File: config.mk
export PLATFORM = sky130hd
export DESIGN_NAME = mcc_fsm
export DESIGN_NICKNAME = d
export VERILOG_FILES = /design/src/rtl/mcc_pkg.sv /design/src/rtl/mcc_opclass.sv /design/src/rtl/mcc_next_state.sv /design/src/rtl/mcc_ctrl_rom.sv /design/src/rtl/mcc_fsm.sv
export SDC_FILE = /design/constraint.sdc
export NUM_CORES = 1
export LEC_CHECK = 0
export CAP_MARGIN = 20
export CORE_AREA = 2 2 39 41
export CTS_CLUSTER_DIAMETER = 50
export DETAILED_ROUTE_END_ITERATION = 7
export DIE_AREA = 0 0 41 43
export GPL_TIMING_DRIVEN = 1
export PLACE_DENSITY = 0.87
export SLEW_MARGIN = 20
export SYNTH_ARGS = -nofsm -noshare
export SYNTH_HDL_FRONTEND = slang
export SYNTH_HIERARCHICAL = 1
export SYNTH_SLANG_ARGS = --single-unit
export TNS_END_PERCENT = 10
File: constraint.sdc
create_clock -name clk -period 2.7 [get_ports clk]
set_input_delay 0.81 -clock clk [delete_from_list [all_inputs] [get_ports clk]]
set_output_delay 0.81 -clock clk [all_outputs]
set_load 0.05 [all_outputs]
File: src/rtl/mcc_pkg.sv
package mcc_pkg;
  localparam int ALU_OP_W  = 2;
  localparam int B_SEL_W   = 2;
  localparam int PC_SRC_W  = 2;
  localparam int STATE_W   = 4;

  typedef enum logic [STATE_W-1:0] {
    ST_FETCH   = 4'd0,
    ST_DECODE  = 4'd1,
    ST_ADDR    = 4'd2,
    ST_MEM_RD  = 4'd3,
    ST_LOAD_WB = 4'd4,
    ST_MEM_WR  = 4'd5,
    ST_EXEC    = 4'd6,
    ST_ALU_WB  = 4'd7,
    ST_BRANCH  = 4'd8,
    ST_JUMP    = 4'd9
  } mcc_state_t;

  typedef enum logic [2:0] {
    CL_LOAD, CL_STORE, CL_RTYPE, CL_BEQ, CL_JUMP, CL_NONE
  } mcc_class_t;

  typedef struct packed {
    logic                mem_rd;
    logic                mem_wr;
    logic                addr_sel;
    logic                ir_load;
    logic                reg_wr;
    logic                dst_sel;
    logic                wb_sel;
    logic                alu_a_sel;
    logic [B_SEL_W-1:0]  alu_b_sel;
    logic [ALU_OP_W-1:0] alu_op;
    logic [PC_SRC_W-1:0] pc_src;
    logic                pc_wr;
    logic                pc_wr_cond;
  } mcc_ctrl_t;

  localparam logic [B_SEL_W-1:0]  BSEL_REG   = 2'b00;
  localparam logic [B_SEL_W-1:0]  BSEL_FOUR  = 2'b01;
  localparam logic [B_SEL_W-1:0]  BSEL_IMM   = 2'b10;
  localparam logic [B_SEL_W-1:0]  BSEL_IMMSH = 2'b11;
  localparam logic [ALU_OP_W-1:0] AOP_ADD    = 2'b00;
  localparam logic [ALU_OP_W-1:0] AOP_SUB    = 2'b01;
  localparam logic [ALU_OP_W-1:0] AOP_FUNCT  = 2'b10;
  localparam logic [PC_SRC_W-1:0] PCS_ALU    = 2'b00;
  localparam logic [PC_SRC_W-1:0] PCS_TARGET = 2'b01;
  localparam logic [PC_SRC_W-1:0] PCS_JUMP   = 2'b10;
endpackage

File: src/rtl/mcc_opclass.sv
module mcc_opclass
  import mcc_pkg::*;
#(
  parameter int              OP_W     = 6,
  parameter logic [OP_W-1:0] OPC_LOAD  = 6'h23,
  parameter logic [OP_W-1:0] OPC_STORE = 6'h2B,
  parameter logic [OP_W-1:0] OPC_RTYPE = 6'h00,
  parameter logic [OP_W-1:0] OPC_BEQ   = 6'h04,
  parameter logic [OP_W-1:0] OPC_JUMP  = 6'h02
) (
  input  logic [OP_W-1:0] opcode,
  output mcc_class_t      op_class
);
  always_comb begin
    if (opcode == OPC_LOAD)       op_class = CL_LOAD;
    else if (opcode == OPC_STORE) op_class = CL_STORE;
    else if (opcode == OPC_RTYPE) op_class = CL_RTYPE;
    else if (opcode == OPC_BEQ)   op_class = CL_BEQ;
    else if (opcode == OPC_JUMP)  op_class = CL_JUMP;
    else                          op_class = CL_NONE;
  end
endmodule

File: src/rtl/mcc_next_state.sv
module mcc_next_state
  import mcc_pkg::*;
(
  input  mcc_state_t cur,
  input  mcc_class_t op_class,
  output mcc_state_t nxt
);
  always_comb begin
    nxt = ST_FETCH;
    case (cur)
      ST_FETCH:  nxt = ST_DECODE;
      ST_DECODE: begin
        case (op_class)
          CL_LOAD, CL_STORE: nxt = ST_ADDR;
          CL_RTYPE:          nxt = ST_EXEC;
          CL_BEQ:            nxt = ST_BRANCH;
          CL_JUMP:           nxt = ST_JUMP;
          default:           nxt = ST_FETCH;
        endcase
      end
      ST_ADDR: begin
        if (op_class == CL_LOAD)       nxt = ST_MEM_RD;
        else if (op_class == CL_STORE) nxt = ST_MEM_WR;
        else                           nxt = ST_FETCH;
      end
      ST_MEM_RD: nxt = ST_LOAD_WB;
      ST_EXEC:   nxt = ST_ALU_WB;
      default:   nxt = ST_FETCH;
    endcase
  end
endmodule

File: src/rtl/mcc_ctrl_rom.sv
module mcc_ctrl_rom
  import mcc_pkg::*;
(
  input  mcc_state_t cur,
  output mcc_ctrl_t  ctrl
);
  always_comb begin
    ctrl = '0;
    case (cur)
      ST_FETCH: begin
        ctrl.mem_rd    = 1'b1;
        ctrl.ir_load   = 1'b1;
        ctrl.alu_b_sel = BSEL_FOUR;
        ctrl.alu_op    = AOP_ADD;
        ctrl.pc_src    = PCS_ALU;
        ctrl.pc_wr     = 1'b1;
      end
      ST_DECODE: begin
        ctrl.alu_b_sel = BSEL_IMMSH;
        ctrl.alu_op    = AOP_ADD;
      end
      ST_ADDR: begin
        ctrl.alu_a_sel = 1'b1;
        ctrl.alu_b_sel = BSEL_IMM;
        ctrl.alu_op    = AOP_ADD;
      end
      ST_MEM_RD: begin
        ctrl.mem_rd   = 1'b1;
        ctrl.addr_sel = 1'b1;
      end
      ST_LOAD_WB: begin
        ctrl.reg_wr  = 1'b1;
        ctrl.wb_sel  = 1'b1;
        ctrl.dst_sel = 1'b0;
      end
      ST_MEM_WR: begin
        ctrl.mem_wr   = 1'b1;
        ctrl.addr_sel = 1'b1;
      end
      ST_EXEC: begin
        ctrl.alu_a_sel = 1'b1;
        ctrl.alu_b_sel = BSEL_REG;
        ctrl.alu_op    = AOP_FUNCT;
      end
      ST_ALU_WB: begin
        ctrl.reg_wr  = 1'b1;
        ctrl.dst_sel = 1'b1;
        ctrl.wb_sel  = 1'b0;
      end
      ST_BRANCH: begin
        ctrl.alu_a_sel  = 1'b1;
        ctrl.alu_b_sel  = BSEL_REG;
        ctrl.alu_op     = AOP_SUB;
        ctrl.pc_src     = PCS_TARGET;
        ctrl.pc_wr_cond = 1'b1;
      end
      ST_JUMP: begin
        ctrl.pc_src = PCS_JUMP;
        ctrl.pc_wr  = 1'b1;
      end
      default: ctrl = '0;
    endcase
  end
endmodule

File: src/rtl/mcc_fsm.sv
module mcc_fsm
  import mcc_pkg::*;
#(
  parameter int              OP_W      = 6,
  parameter logic [OP_W-1:0] OPC_LOAD  = 6'h23,
  parameter logic [OP_W-1:0] OPC_STORE = 6'h2B,
  parameter logic [OP_W-1:0] OPC_RTYPE = 6'h00,
  parameter logic [OP_W-1:0] OPC_BEQ   = 6'h04,
  parameter logic [OP_W-1:0] OPC_JUMP  = 6'h02
) (
  input  logic                clk,
  input  logic                rst,
  input  logic [OP_W-1:0]     opcode,
  output logic                mem_rd,
  output logic                mem_wr,
  output logic                addr_sel,
  output logic                ir_load,
  output logic                reg_wr,
  output logic                dst_sel,
  output logic                wb_sel,
  output logic                alu_a_sel,
  output logic [B_SEL_W-1:0]  alu_b_sel,
  output logic [ALU_OP_W-1:0] alu_op,
  output logic [PC_SRC_W-1:0] pc_src,
  output logic                pc_wr,
  output logic                pc_wr_cond
);
  mcc_state_t state_q, state_d;
  mcc_class_t op_class;
  mcc_ctrl_t  ctrl;

  mcc_opclass #(
    .OP_W(OP_W), .OPC_LOAD(OPC_LOAD), .OPC_STORE(OPC_STORE),
    .OPC_RTYPE(OPC_RTYPE), .OPC_BEQ(OPC_BEQ), .OPC_JUMP(OPC_JUMP)
  ) u_cls (
    .opcode  (opcode),
    .op_class(op_class)
  );

  mcc_next_state u_nxt (
    .cur     (state_q),
    .op_class(op_class),
    .nxt     (state_d)
  );

  always_ff @(posedge clk) begin
    if (rst) state_q <= ST_FETCH;
    else     state_q <= state_d;
  end

  mcc_ctrl_rom u_rom (
    .cur (state_q),
    .ctrl(ctrl)
  );

  assign mem_rd     = ctrl.mem_rd;
  assign mem_wr     = ctrl.mem_wr;
  assign addr_sel   = ctrl.addr_sel;
  assign ir_load    = ctrl.ir_load;
  assign reg_wr     = ctrl.reg_wr;
  assign dst_sel    = ctrl.dst_sel;
  assign wb_sel     = ctrl.wb_sel;
  assign alu_a_sel  = ctrl.alu_a_sel;
  assign alu_b_sel  = ctrl.alu_b_sel;
  assign alu_op     = ctrl.alu_op;
  assign pc_src     = ctrl.pc_src;
  assign pc_wr      = ctrl.pc_wr;
  assign pc_wr_cond = ctrl.pc_wr_cond;
endmodule

==> results.json, run 1 <==
{
  "timing.final.crit_period_ns": 2.42,
  "synth.top_cell.area_share": 0.160,
  "overflow": 0,
  "path_cells": "clkdlybuf4s50_1 -> or4_1 -> a21o_1 -> nor2_1 -> nand3_1 -> a21oi_1 -> nor2b_1",
  "ys_seq_area_frac": 0.160,
  "p_int_w": 0.000149,
  "netlist_area_um2": 500,
  "ir_drop_mv": 0.202,
  "synthCells": 63,
  "clkTransAtPathRegs_ns": 0.04,
  "die_height_um": 43,
  "synth_top_family_by_area": "simple AND/OR/NAND/NOR gates",
  "fp-row-count": 14,
  "clock-root-buffer": "clkbuf_4",
  "max_freq_ghz": 0.414,
  "synth_edf_count": 0,
  "final_cell_mix": "buf_4 (12), buf_12 (9), clkdlybuf4s50_1 (8)",
  "finalSetupViolCount": 0,
  "place_congestion": 0.798,
  "min_period_over_period": 0.895,
  "pwr-share-seq": 0.291,
  "viasPerCell": 5.52,
  "drtIter0Drc": 33,
  "ios": 24,
  "critPathBufInv": 1,
  "cts_tree": "done",
  "fin_setup_tns_ns": 0,
  "wl_per_cell_um": 11.9,
  "dpl_cell_area_um2": 838,
  "grt_pass1_wl_um": 1970,
  "final_common_cell": "buf_4",
  "initial_core_util": 0.362,
  "maxCapViolCount": 0,
  "power_frac_comb": 0.372,
  "cp_max_fo": 5,
  "cts_buffers": 3,
  "p_sw_w": 0.0000711,
  "die_x_um": 41,
  "synth.distinct_cells": 33,
  "design_area_um2": 861,
  "die-area_um2": 1760,
  "yosys.area.top_type": "dfxtp_1",
  "cts_num_sinks": 4,
  "fin_nets": 100,
  "power_density_nw_per_um2": 256,
  "power_frac_clock": 0.336,
  "syn-num-nets": 71,
  "final_util": 0.622,
  "maxSlewViolCount": 0,
  "area_delta_synth_final_pct": 72.0,
  "antenna_found_initial": 0,
  "layout-drive-gt1-share": 0.344,
  "outcome": "completed",
  "synth-compound-area-share": 0.153,
  "cp-end-kind": "register",
  "hold_viol": 0,
  "grt_max_degree": 20,
  "worst_path_max_delay_cell": "or4_1",
  "synthArstFlopShare": 0,
  "synth.area.top_cells": "dfxtp_1 (16%), nor2b_1 (7.5%), nor3_1 (6.0%), nor3b_1 (6.0%), nor4b_2 (6.0%)",
  "finalPower_w": 0.000220,
  "synth_seq_cells": 4,
  "dr.pass1.iters": 4,
  "yosysWarnings": 6,
  "avgSynthCellArea_um2": 7.94,
  "htree_levels": 1,
  "grt_pass1_vias": 491,
  "core_area_um2": 1380,
  "hp-class": "reg2reg",
  "place_hpwl_um": 989,
  "p_leak_nw": 0.338,
  "cts_resized": 0,
  "regMostFlops": "state_q",
  "tightest_slew_ns": 0.487,
  "rsz0062_at_grt": "false",
  "synth_xor_area_frac": 0.0525,
  "reg.largest.list": "state_q x4",
  "cp_slowest_stage_delay_ns": 0.54,
  "worst_ep_arrival_time_ns": 2.59,
  "cp-start-kind": "primary input",
  "clock_latency_ns": 0.24,
  "globalRouteTotalUtil": 0.163,
  "drc": 0,
  "cts_setup_buffers": 0,
  "cp_data_required_time_ns": 2.88,
  "synthMuxAreaShare": 0,
  "vias": 585,
  "fillCellCount": 112,
  "dominantRegCellSynth": "dfxtp_1",
  "largest_reg_flops": 4,
  "yosys.area_share.simple": 0.543,
  "slew_headroom": 0.674,
  "swShare": 0.323,
  "totalWireLength_um": 1260,
  "crit_type": "in2reg",
  "clk_path_buf_depth": 2,
  "path_delay_family": "simple AND/OR/NAND/NOR gates",
  "yosys.area_share.adder": 0,
  "postCtsHoldBufs": 0,
  "num_antenna_cells": 0,
  "fin_skew_ns": 0.00701,
  "io_buffers": 23,
  "drtAntennaViolNets": 0
}
==> power by group through the flow <==
stage / Combinational, W / Clock [W] / Sequential [W]
5_1_grt: 0.0000859 / 0.0000828 / 0.0000645
4_1_cts: 0.0000819 / 0.0000763 / 0.0000640
6_report: 0.0000819 / 0.0000740 / 0.0000641
2_1_floorplan: 0.0000453 / 0 / 0.0000646
3_5_place_dp: 0.0000817 / 0 / 0.0000650
3_3_place_gp: 0.0000801 / 0 / 0.0000649
==> cell usage after synthesis (2+ instances only) <==
master / n
a21oi_1: 4
nor2_1: 3
nor2b_1: 6
nor4b_2: 2
buf_4: 3
nand3_1: 2
nor3b_2: 2
o21ai_0: 3
inv_1: 2
nor3b_1: 4
xor2_1: 2
dfxtp_1: 4
nor3_1: 6
==> cell type report <==
type	instances	area, µm²	area share
Tap cell	16	20.0	0.0233
Inverter	2	7.51	0.00872
Multi-Input combinational cell	52	380	0.442
Clock buffer	3	22.5	0.0262
Sequential cell	4	80.1	0.0930
Timing Repair Buffer	29	350	0.407
==> cell families (layout without fill, tap and decap cells) <==
family,after synthesis,count (layout)
xor gates and xnor gates,3,3
and+or+nand+nor,37,37
DFF,4,4
AOI/OAI and AO/OA,12,12
buffers and inverters,7,34
==> metrics by stage <==
step           setup slack [ns]  instances  hold slack [ns]
5_1_grt                   0.224        106            0.850
3_5_place_dp             0.0869        103            0.821
2_1_floorplan           -0.0467         63            0.667
3_3_place_gp              0.167        103            0.802
4_1_cts                   0.290        106            0.816
6_report                  0.283        106            0.825
==> worst paths after layout <==
kind / from / endpoint / slack [ns] / depth (start not counted)
setup / recovery: opcode[0] / state_q[2] / 0.28 / 7
hold / removal: state_q[1] / state_q[2] / 0.82 / 4
setup reg to reg: state_q[0] / state_q[1] / 0.99 / 5
hold reg to reg: state_q[1] / state_q[2] / 0.82 / 4
==> per-layer routing <==
layer | wire length (µm) | vias up | GRT usage
li1 | - | 294 | -
met1 | 513 | 252 | 0.177
met2 | 588 | 35 | 0.253
met3 | 137 | 4 | 0.0681
met4 | 18 | 0 | 0.0867
met5 | 0 | - | 0
==> tightest hold or removal path, delay by kind of cell (launching register included) <==
family	cells	cell delay, ns
and+or+nand+nor	2	0.23
DFF	1	0.30
buffers and inverters	1	0.20
AOI/OAI and AO/OA	1	0.06
Power figures use the tool's default switching activity.
==> inputs of run 2 (changes only) <==
--- a/config.mk
+++ b/config.mk
@@ -11,10 +11,9 @@
 export DETAILED_ROUTE_END_ITERATION = 7
 export DIE_AREA = 0 0 41 43
 export GPL_TIMING_DRIVEN = 1
-export PLACE_DENSITY = 0.87
+export PLACE_DENSITY = 0.81
 export SLEW_MARGIN = 20
 export SYNTH_ARGS = -nofsm -noshare
 export SYNTH_HDL_FRONTEND = slang
-export SYNTH_HIERARCHICAL = 1
 export SYNTH_SLANG_ARGS = --single-unit
 export TNS_END_PERCENT = 10
==> constraint.sdc (replaced) <==
create_clock -name clk -period 2.16 [get_ports clk]
set_input_delay 0.648 -clock clk [delete_from_list [all_inputs] [get_ports clk]]
set_output_delay 0.648 -clock clk [all_outputs]
set_load 0.05 [all_outputs]
==> results.json, run 2 <==
{
  "htree_levels": 1,
  "cts_buffers": 3,
  "stdcell_count": 99,
  "synth.distinct_cells": 24,
  "place_hpwl_um": 1030,
  "rsz0062_at_grt": "true",
  "multiInputGateArea_um2": 329,
  "initial_core_util": 0.287,
  "fin_ws_ns": 0.00196,
  "clkTransAtPathRegs_ns": 0.03,
  "synth_edf_count": 0,
  "cp_slowest_stage_delay_ns": 0.53,
  "cts_num_sinks": 4,
  "clock_latency_ns": 0.23,
  "power_frac_comb": 0.415,
  "antenna_found_initial": 0,
  "p_sw_w": 0.0000858,
  "cp_data_required_time_ns": 2.33,
  "regMostFlops": "state_q",
  "die_height_um": 43,
  "power_frac_clock": 0.312,
  "wl_per_cell_um": 11.5,
  "synthCells": 55,
  "vias": 506,
  "final_common_cell": "buf_12",
  "globalRouteTotalUtil": 0.157,
  "netlist_area_um2": 397,
  "finalPower_w": 0.000283,
  "outcome": "completed",
  "place_congestion": 0.881,
  "p_leak_nw": 0.366,
  "grt_pass1_vias": 461,
  "crit_type": "in2reg",
  "dp.cells": 96,
  "dr.pass1.iters": 4,
  "tightest_slew_ns": 0.403,
  "p_int_w": 0.000197,
  "grt_pass1_wl_um": 1930,
  "hp-class": "reg2reg",
  "fin_nets": 93,
  "seqCellArea_um2": 81.3,
  "synthTopCellsByCount": "nor3_1 (7), nor2b_1 (6)",
  "synth.area.top_cells": "dfxtp_1 (20%), nor2b_1 (9.5%), nor3_1 (8.8%), o21a_1 (7.6%), o31ai_4 (5.4%)",
  "hold_viol": 0,
  "fillCellCount": 116,
  "final_cell_mix": "buf_12 (16), clkdlybuf4s50_1 (7), nor2b_1 (6), buf_4 (6)",
  "cp_max_fo": 3,
  "final_util": 0.647,
  "reg.largest.list": "state_q x4",
  "die_x_um": 41,
  "largest_reg_flops": 4,
  "drtAntennaViolNets": 0,
  "viasPerCell": 5.11,
  "layout-drive-gt1-share": 0.422,
  "cts_tree": "done",
  "worst_path_max_delay_cell": "or4_1",
  "ir_drop_mv": 0.197,
  "clk_path_buf_depth": 2,
  "avgSynthCellArea_um2": 7.21,
  "cp-start-kind": "primary input",
  "area_delta_synth_final_pct": 126,
  "num_antenna_cells": 0,
  "holdWs_ns": 0.735,
  "clock-root-buffer": "clkbuf_4",
  "power_density_nw_per_um2": 316,
  "totalWireLength_um": 1140,
  "path_delay_family": "simple AND/OR/NAND/NOR gates",
  "slew_headroom": 0.725,
  "yosysWarnings": 0,
  "cp-end-kind": "register",
  "timing.final.crit_period_ns": 2.16,
  "synth.most_common_cell": "nor3_1",
  "min_period_over_period": 0.999,
  "syn-num-nets": 63,
  "fp-row-count": 14,
  "overflow": 0,
  "maxCapViolCount": 0,
  "pwr-share-seq": 0.274,
  "synth.top_cell.area_share": 0.202,
  "path_cells": "clkdlybuf4s50_1 -> or4_1 -> or3_4 -> o31ai_4 -> o21a_1",
  "critPathBufInv": 1,
  "drtIter0Drc": 9,
  "swShare": 0.303,
  "ios": 24,
  "core_area_um2": 1380,
  "drc": 0,
  "max_freq_ghz": 0.463,
  "fin_skew_ns": 0.000595,
  "die-area_um2": 1760,
  "synthArstFlopShare": 0,
  "grt_max_degree": 12,
  "dominantRegCellSynth": "dfxtp_1",
  "io_buffers": 23,
  "finalSetupViolCount": 0,
  "ys_seq_area_frac": 0.202,
  "post-place-ws_ns": -0.231,
  "yosys.area.top_type": "dfxtp_1",
  "worst_ep_arrival_time_ns": 2.33,
  "synth_seq_cells": 4,
  "maxSlewViolCount": 0
}
## run 2: changes by cell type in the layout (fill, tap and decap cells not counted), moves of 2 or more
cell / change
o21a_1: +4
buf_12: +7
nor3_4: +2
nand2_1: +2
nor3_1: -3
nor4b_2: -2
buf_4: -6
xor2_1: -2
o21ai_0: -2
nor3b_1: -3
nand3_1: -2
nor3_2: +2
nor3b_2: -2
## run 2: logic make-up after synthesis
| group | after synthesis | synth area share |
|---|---|---|
| flops | 4 | 0.202 |
| simple gates | 33 | 0.492 |
| compound gates | 12 | 0.240 |
| buf+inv | 6 | 0.0663 |
## run 2: what timing repair did
item                       CTS  global route
hold buffers                 0             0
resized for setup            0             2
buffers inserted             0             0
setup endpoints to repair    0             6
## run 2: stage by stage
step | setup TNS (ns) | area, µm²
after floorplan | -0.385 | 433
after global placement | -0.521 | 870
after detailed placement | -0.733 | 870
after CTS | 0 | 892
after global routing | -0.101 | 896
final | 0 | 896
## run 2: layout make-up
class / instances / share of cell area
repair buffers: 29 / 0.486
multi-input cells: 45 / 0.367
flip-flops and latches: 4 / 0.0908
clock buffers: 3 / 0.0251
well taps: 16 / 0.0223
inverters: 2 / 0.00838
## run 2: layer usage
layer / global-route usage / vias to the layer above / wire [µm]
met5: 0 / - / 0
met4: 0.0733 / 0 / 15
met3: 0.0209 / 4 / 73
met2: 0.278 / 24 / 656
met1: 0.169 / 226 / 390
li1: - / 252 / -
## run 2: worst min-delay path, stage by stage, from the launching register on
cell       delay (ns)
dfxtp_1          0.42
a2111oi_0        0.11
o21a_1           0.16
## run 2: worst paths after layout
path | end | depth (start not counted) | slack [ns] | from
max | state_q[1] | 5 | 0.002 | opcode[5]
min | state_q[0] | 2 | 0.73 | state_q[3]
max reg2reg | state_q[1] | 4 | 0.65 | state_q[1]
min reg2reg | state_q[0] | 2 | 0.73 | state_q[3]
## run 2: power by group through the flow
stage	Sequential [W]	Combinational, W	Clock, W
floorplan	0.0000782	0.0000554	0
global placement	0.0000784	0.000116	0
detailed placement	0.0000786	0.000118	0
CTS	0.0000774	0.000118	0.0000940
global route	0.0000775	0.000124	0.0000949
finish	0.0000775	0.000117	0.0000882
